[src/rtl/cmp_out_pkg.sv]
package cmp_out_pkg;
  typedef enum logic [2:0] {
    OM_SW      = 3'd0,
    OM_SET     = 3'd1,
    OM_TOG_RST = 3'd2,
    OM_SET_RST = 3'd3,
    OM_TOG     = 3'd4,
    OM_RST     = 3'd5,
    OM_TOG_SET = 3'd6,
    OM_RST_SET = 3'd7
  } out_mode_e;
endpackage

[src/rtl/cmp_match.sv]
module cmp_match #(
  parameter int CNT_W = 16
) (
  input  logic             clk_i,
  input  logic             rst_ni,
  input  logic [CNT_W-1:0] cnt_i,
  input  logic [CNT_W-1:0] cmp_i,
  output logic             equ_o
);
  logic hit, hit_q;

  assign hit   = (cnt_i == cmp_i);
  assign equ_o = hit & ~hit_q;

  // remembers last cycle's match so a held count does not retrigger
  always_ff @(posedge clk_i or negedge rst_ni) begin
    if (!rst_ni) hit_q <= 1'b0;
    else         hit_q <= hit;
  end

  p_equ_single_r2: assert property (@(posedge clk_i) disable iff (!rst_ni)
    equ_o |=> !equ_o);

  p_equ_rearm_r10: assert property (@(posedge clk_i) disable iff (!rst_ni)
    (!hit) |=> (hit == equ_o));
endmodule

[src/rtl/cmp_event_latch.sv]
module cmp_event_latch (
  input  logic clk_i,
  input  logic rst_ni,
  input  logic equ_i,
  input  logic cci_i,
  input  logic clr_i,
  output logic flag_o,
  output logic scci_o
);
  always_ff @(posedge clk_i or negedge rst_ni) begin
    if (!rst_ni) begin
      flag_o <= 1'b0;
      scci_o <= 1'b0;
    end else begin
      // a match in the same cycle as a clear keeps the flag
      if (equ_i)      flag_o <= 1'b1;
      else if (clr_i) flag_o <= 1'b0;
      if (equ_i)      scci_o <= cci_i;
    end
  end

  p_flag_set_r3: assert property (@(posedge clk_i) disable iff (!rst_ni)
    equ_i |=> flag_o);

  p_flag_hold_r3: assert property (@(posedge clk_i) disable iff (!rst_ni)
    (flag_o && !clr_i) |=> flag_o);

  p_scci_load_r4: assert property (@(posedge clk_i) disable iff (!rst_ni)
    equ_i |=> (scci_o == $past(cci_i)));

  p_scci_hold_r4: assert property (@(posedge clk_i) disable iff (!rst_ni)
    !equ_i |=> $stable(scci_o));
endmodule

[src/rtl/cmp_out_gen.sv]
module cmp_out_gen
  import cmp_out_pkg::*;
(
  input  logic      clk_i,
  input  logic      rst_ni,
  input  out_mode_e mode_i,
  input  logic      equ_i,
  input  logic      equ0_i,
  input  logic      sw_i,
  output logic      out_q_o
);
  logic out_d;

  always_comb begin
    out_d = out_q_o;
    unique case (mode_i)
      OM_SW:      out_d = sw_i;
      OM_SET:     if (equ_i) out_d = 1'b1;
      OM_TOG:     if (equ_i) out_d = ~out_q_o;
      OM_RST:     if (equ_i) out_d = 1'b0;
      OM_TOG_RST: if (equ0_i) out_d = 1'b0; else if (equ_i) out_d = ~out_q_o;
      OM_SET_RST: if (equ0_i) out_d = 1'b0; else if (equ_i) out_d = 1'b1;
      OM_TOG_SET: if (equ0_i) out_d = 1'b1; else if (equ_i) out_d = ~out_q_o;
      OM_RST_SET: if (equ0_i) out_d = 1'b1; else if (equ_i) out_d = 1'b0;
      default:    out_d = out_q_o;
    endcase
  end

  always_ff @(posedge clk_i or negedge rst_ni) begin
    if (!rst_ni) out_q_o <= 1'b0;
    else         out_q_o <= out_d;
  end

  p_set_r6: assert property (@(posedge clk_i) disable iff (!rst_ni)
    (mode_i == OM_SET && equ_i) |=> out_q_o);

  p_rst_r6: assert property (@(posedge clk_i) disable iff (!rst_ni)
    (mode_i == OM_RST && equ_i) |=> !out_q_o);

  p_tog_r6: assert property (@(posedge clk_i) disable iff (!rst_ni)
    (mode_i == OM_TOG && equ_i) |=> (out_q_o != $past(out_q_o)));

  p_period_rst_r7: assert property (@(posedge clk_i) disable iff (!rst_ni)
    ((mode_i == OM_TOG_RST || mode_i == OM_SET_RST) && equ0_i) |=> !out_q_o);

  p_period_set_r8: assert property (@(posedge clk_i) disable iff (!rst_ni)
    ((mode_i == OM_TOG_SET || mode_i == OM_RST_SET) && equ0_i) |=> out_q_o);
endmodule

[src/rtl/cmp_out_unit.sv]
module cmp_out_unit
  import cmp_out_pkg::*;
#(
  parameter int CNT_W = 16
) (
  input  logic             clk_i,
  input  logic             rst_ni,
  input  logic [CNT_W-1:0] cnt_i,
  input  logic [CNT_W-1:0] cmp_val_i,
  input  logic             equ0_i,
  input  logic [2:0]       mode_i,
  input  logic             sw_out_i,
  input  logic             cci_i,
  input  logic             flag_clr_i,
  output logic             out_o,
  output logic             equ_o,
  output logic             flag_o,
  output logic             scci_o
);
  out_mode_e mode;
  logic      out_q;

  assign mode = out_mode_e'(mode_i);

  cmp_match #(.CNT_W(CNT_W)) u_match (
    .clk_i  (clk_i),
    .rst_ni (rst_ni),
    .cnt_i  (cnt_i),
    .cmp_i  (cmp_val_i),
    .equ_o  (equ_o)
  );

  cmp_event_latch u_latch (
    .clk_i  (clk_i),
    .rst_ni (rst_ni),
    .equ_i  (equ_o),
    .cci_i  (cci_i),
    .clr_i  (flag_clr_i),
    .flag_o (flag_o),
    .scci_o (scci_o)
  );

  cmp_out_gen u_gen (
    .clk_i   (clk_i),
    .rst_ni  (rst_ni),
    .mode_i  (mode),
    .equ_i   (equ_o),
    .equ0_i  (equ0_i),
    .sw_i    (sw_out_i),
    .out_q_o (out_q)
  );

  // software mode bypasses the register
  assign out_o = (mode == OM_SW) ? sw_out_i : out_q;

  p_reset_r1: assert property (@(posedge clk_i)
    !rst_ni |-> (!flag_o && !scci_o && !out_q));
endmodule

[config.mk]
export PLATFORM = sky130hd
export DESIGN_NAME = cmp_out_unit
export DESIGN_NICKNAME = d
export VERILOG_FILES = /design/src/rtl/cmp_out_pkg.sv /design/src/rtl/cmp_match.sv /design/src/rtl/cmp_event_latch.sv /design/src/rtl/cmp_out_gen.sv /design/src/rtl/cmp_out_unit.sv
export SDC_FILE = /design/constraint.sdc
export NUM_CORES = 1
export LEC_CHECK = 0
export ABC_AREA = 0
export CORE_MARGIN = 2
export CORE_UTILIZATION = 27
export DETAILED_ROUTE_END_ITERATION = 16
export GPL_ROUTABILITY_DRIVEN = 0
export PLACE_DENSITY = 0.86
export SYNTH_ARGS = -nofsm -noshare
export SYNTH_HDL_FRONTEND = slang
export SYNTH_HIERARCHICAL = 1
export SYNTH_SLANG_ARGS = --single-unit
[constraint.sdc]
create_clock -name clk_i -period 1.95 [get_ports clk_i]
set_input_delay 0.2925 -clock clk_i [delete_from_list [all_inputs] [get_ports clk_i]]
set_output_delay 0.2925 -clock clk_i [all_outputs]
set_load 0.01 [all_outputs]
After elaboration in Yosys (flattened, before gate mapping)
Cells that the tools add are included.

storage, ports and cells
  output and inout port bits = 4
  latch bits = 0
  bits in read-only memories = 0
  memories = 0
  flip-flop bits (word level) = 4
  input bits = 41
  RAM bits = 0
  word-level logic and storage cells = 28

operators by class
  magnitude comparators = 0
  reduce and logical (&&, ||, !) cells = 2
  add/subtract/negate cells = 0
  bitwise logic cells = 3
  divide/modulo/power cells = 0
  shift-type cells = 0
  equality and inequality tests = 8
  mux-type cells = 11
  $mul = 0

operator list
  cell                                                                   count
  16-bit equality test                                                   1
  3-bit equality test, second input constant                             4
  1-bit 2-to-1 mux                                                       10
  1-bit case mux with 8 select lines                                     1
  3-bit by 2-bit equality test with 1-bit output, second input constant  2
  3-bit by 1-bit equality test with 1-bit output, second input constant  1
  3-bit logical NOT                                                      1
  1-bit NOT                                                              2
  2-bit nonzero test                                                     1
  1-bit AND                                                              1

Logic depth before layout (Yosys ltp)
  depth in word-level cells = 5
  depth in mapped cells = 9
  depth with buffers taken out = 9

By module
The synthesis kept the hierarchy.

modules (own cells, without submodules)
  module           area an instance (um2)  seq. area each (um2)  times used  cells an instance
  cmp_match        209.0                   25.0                  1           23
  cmp_out_gen      103.8                   25.0                  1           13
  cmp_event_latch  77.6                    50.0                  1           5
  cmp_out_unit     21.3                    0.0                   1           2

Least setup slack after synthesis
Ideal clock, no wire load.

  kind = in2reg
  start = input port cmp_val_i[10]
  end = register u_gen.out_q_o
  setup time = 0.121 ns
  stages = 9
  slack = -0.144 ns
  data required time = 1.829 ns
  arrival time = 1.973 ns
  path buffers = 0
  path through = xnor2_1 > nand4_1 > nor4_2 > nor2b_1 > inv_1 > ha_1 > nor2_1 > o21ai_1 > a22o_1

between the ends
  word-level cells in the longest chain between the ends = 5
  elaborated cells on any way between the ends = 10
  classes of those cells = eq/ne (1); mux (8); bitwise (1)

RTL lines
  item                                        RTL line            source
  from (decl)                                 cmp_out_unit.sv:9   input logic [CNT_W-1:0] cmp_val_i,
  16-bit equality test (*)                    cmp_match.sv:12     assign hit = (cnt_i == cmp_i);
  net u_match.hit                             cmp_match.sv:10     logic hit, hit_q;
  1-bit AND (*)                               cmp_match.sv:13     assign equ_o = hit & ~hit_q;
  net equ_o                                   cmp_out_unit.sv:16  output logic equ_o,
  1-bit 2-to-1 mux                            -
  1-bit 2-to-1 mux, on equally long branches  -
  1-bit case mux with 8 select lines (*)      -
  net u_gen.out_d                             cmp_out_gen.sv:12   logic out_d;
  to (signal assigned)                        cmp_out_gen.sv:31   else out_q_o <= out_d;
  to (decl)                                   cmp_out_gen.sv:10   output logic out_q_o

The timed path passes the listed nets; every way through them passes the cells marked *.
A chain may end at the register's enable or synchronous reset.

Worst setup path after layout
  start = input port cnt_i[7]
  end = register u_gen.out_q_o

between the ends
  word-level cells in the longest chain between the ends = 5
  elaborated cells on any way between the ends = 10
  classes of those cells = eq/ne (1); mux (8); bitwise (1)

RTL lines
  item                                        RTL line           source
  from (decl)                                 cmp_out_unit.sv:8  input logic [CNT_W-1:0] cnt_i,
  16-bit equality test (*)                    cmp_match.sv:12
  net u_match.hit                             cmp_match.sv:10
  1-bit AND (*)                               cmp_match.sv:13
  1-bit 2-to-1 mux                            -
  1-bit 2-to-1 mux, on equally long branches  -
  1-bit case mux with 8 select lines (*)      -
  net u_gen.out_d                             cmp_out_gen.sv:12

Marked as above.

==> impl_metrics.csv <==
group,metric,value,unit
run_status,outcome,"finished with violations",
run_status,violations,"negative setup slack",
critical_path,critical_path_arrival,2.07,ns
timing,fin_crit,1.96,ns
critical_path,r2r_cells,7,
synthesis,synth-xor-area-share,34.0,%
clock_network,path_clk_slew,0.04,ns
synthesis,syn-num-nets,86,
synthesis,synth.area.top_cells,"xnor2_1, dfrtp_1, ha_1",
clock_network,cts-root-buf,"clkbuf_4",
synthesis,synth_cells,43,
clock_network,cts_tree,"built",
timing,hold_viol,0,
synthesis,synth_top_family_by_area,"XOR/XNOR gates",
synthesis,synth_mux_area_share,6.38,%
grt,grt_pass1_vias,550,
critical_path,crit_required,2.06,ns
synthesis,dominantRegCellSynth,"dfrtp_1",
critical_path,end_kind,"register",
floorplanning,design.core.area,1470,um^2
grt,grt_start_max_net_pins,5,
floorplanning,start_util,28.0,%
timing,max_freq,0.509,GHz
synthesis,yosysMostFrequentCell,"xnor2_1",
synthesis,synth-simple-area-share,17.9,%
floorplanning,chipHeight,43.0,um
synthesis,async_flop_share,100,%
routing,remaining_drc_errors,0,
routing,routedWlPerCell,13.2,um
timing,setup_viol,1,
clock_network,clock_latency,0.23,ns
clock_network,clock-sinks,4,
synthesis,ys_seq_elements,4,
final_layout,syn2layout_area_growth,129,%
power_and_ir_drop,vdd_drop_max,0.000226,V
placed_design,io_buffers,44,
power_and_ir_drop,p_per_area,367,nW/um^2
timing,setup_slack,-0.0139,ns
synthesis,synth_compound_area_share,8.51,%
power_and_ir_drop,leakage,0.444,nW
timing,rsz0062_at_grt,"yes",
hold_path,hold_path_class,"in2async",
clock_network,cts_buffer_depth,2,
grt,grt_first_pass_wirelength,2210,um
synthesis,synth-seq-area-share,24.3,%
placed_design,dpl.hpwl,1070,um
timing,maxSlewViolCount,0,
timing,worst_pin_slew,0.219,ns
timing,relSlewSlack,85.3,%
timing,skew,0.00643,ns
final_layout,instances_no_fill,113,
routing,wirelength,1490,um
final_layout,drive_gt1_share,54.6,%
floorplanning,die_area,1850,um^2
synthesis,synthTopCellsByCount,"xnor2_1, dfrtp_1, nand4_1, inv_1, ha_1",
routing,vias_per_cell,4.62,
grt,overflow,0,
grt,grt_usage,16.3,%
flow_run,drv_cap,0,
power_and_ir_drop,total_power,0.346,mW
routing,num_vias,522,
critical_path,startpoint_type,"input pin",
clock_network,ctsHoldBuffers,0,
final_layout,final_nets,142,
timing,fin_crit_sh,101,%
synthesis,synth-warning-count,6,
critical_path,crit_type,"in2reg",
synthesis,synth_top_area_cell,"xnor2_1",
synthesis,netlist.area_leader.share,34.0,%
floorplanning,die_w,43.0,um
routing,dr.first_iter.drc_count,2,
timing,whs,0.275,ns
floorplanning,rows,14,
synthesis,synth_fa_ha_area_share,6.08,%
grt,antenna_found_initial,0,
placed_design,dp.cells,107,
synthesis,synth_area_per_cell,9.57,um^2
clock_network,cts_htree_levels,1,
synthesis,synth_cell_type_count,19,
final_layout,antenna_cells,0,
clock_network,cts_buffers,3,
synthesis,synth_edf_count,0,
floorplanning,io_pins,45,
critical_path,cp_max_fo,2,
synthesis,syn-cell-area,412,um^2
routing,dr.pass1.iters,2,
routing,ant_nets,0,
==> where the power goes <==
group / internal [mW] / switching [mW] / total (mW)
registers: 0.0862 / 0.00392 / 0.0901
logic: 0.0981 / 0.0568 / 0.155
clock network: 0.0687 / 0.0319 / 0.101
total: 0.253 / 0.0927 / 0.346
==> metal layers <==
metal | global-route usage [%] | up-vias | wire, um
met5 | 0 | - | 0
met4 | 9.09 | 0 | 18
met3 | 5.53 | 2 | 163
met2 | 26.7 | 37 | 777
met1 | 18.3 | 227 | 529
li1 | - | 256 | -
==> path summary, 6_finish.rpt <==
| kind | from | endpoint | slack, ns |
|---|---|---|---|
| worst max-delay path | cnt_i[7] | u_gen/out_q_o | -0.01 |
| worst min-delay path | rst_ni | u_latch/scci_o | 0.28 |
| worst max register to register | u_match/hit_q | u_gen/out_q_o | 0.52 |
| worst min register to register | u_latch/flag_o | u_latch/flag_o | 0.48 |
| max in group asynchronous | rst_ni | u_match/hit_q | 1.49 |
| min in group clk_i | cmp_val_i[5] | u_match/hit_q | 0.41 |
==> logic make-up after synthesis <==
kind of cell	Yosys count
multiplexers	2
AND/OR/NAND/NOR	11
flip-flops	4
AO/OA/AOI/OAI	5
XOR/XNOR	16
buffers and inverters	3
adder cells (fa/ha/maj)	2
==> critical path, cell delays in order <==
cell and delay [ns]:
clkdlybuf4s15_2 0.19, xnor2_1 0.21, nand4_1 0.18, nor4_4 0.18, nor2b_4 0.20, buf_6 0.12, inv_6 0.04, ha_4 0.14
and2b_1 0.21, o21ai_2 0.07, a22o_1 0.23
==> placed cells by master (no fill, tap or decap) <==
master and instances:
clkbuf_2 21, xnor2_1 11, clkdlybuf4s50_1 10, clkdlybuf4s15_1 6, buf_4 6, buf_6 5, xnor2_2 5, dfrtp_1 4
nand4_1 4, clkbuf_4 3, clkdlybuf4s15_2 2, inv_1 2, ha_4 2, nor3_2 1, mux2_2 1, dlygate4sd2_1 1
inv_6 1, and2b_1 1, nor2_2 1, nand2_1 1, o21ai_2 1, o21ai_0 1, nor3_1 1, a211oi_1 1
a22o_1 1, mux2_4 1, a21o_2 1, nor4_4 1, nor2b_4 1
==> what timing repair did <==
action / 4_1_cts / 5_1_grt
pin swaps: 25 / 20
setup endpoints to repair: 3 / 2
resized for setup: 62 / 52
buffers inserted: 2 / 1
==> cell type report <==
cell class	count	area, um^2
Clock buffer	3	22.5
Fill cell	121	529
Inverter	3	16.3
Multi-Input combinational cell	36	385
Sequential cell	4	100
Tap cell	16	20.0
Timing Repair Buffer	51	398
==> through the flow <==
step | TNS [ns] | worst slack [ns] | util, % | instance area [um^2]
floorplan | 0 | 0.0247 | - | 419
global placement | -1.02 | -0.424 | 61.8 | 910
detailed placement | -1.23 | -0.522 | 61.8 | 910
CTS | 0 | 0.00785 | 65.0 | 956
global route | -0.0788 | -0.0720 | 64.0 | 942
finish | -0.0139 | -0.0139 | 64.0 | 942
==> state kept, by name (all words and copies together), names as in the netlist <==
name,flops
u_latch/flag_o,1
u_latch/scci_o,1
u_match/hit_q,1
u_gen/out_q_o,1
No activity file was read; power rests on OpenSTA's default activity.
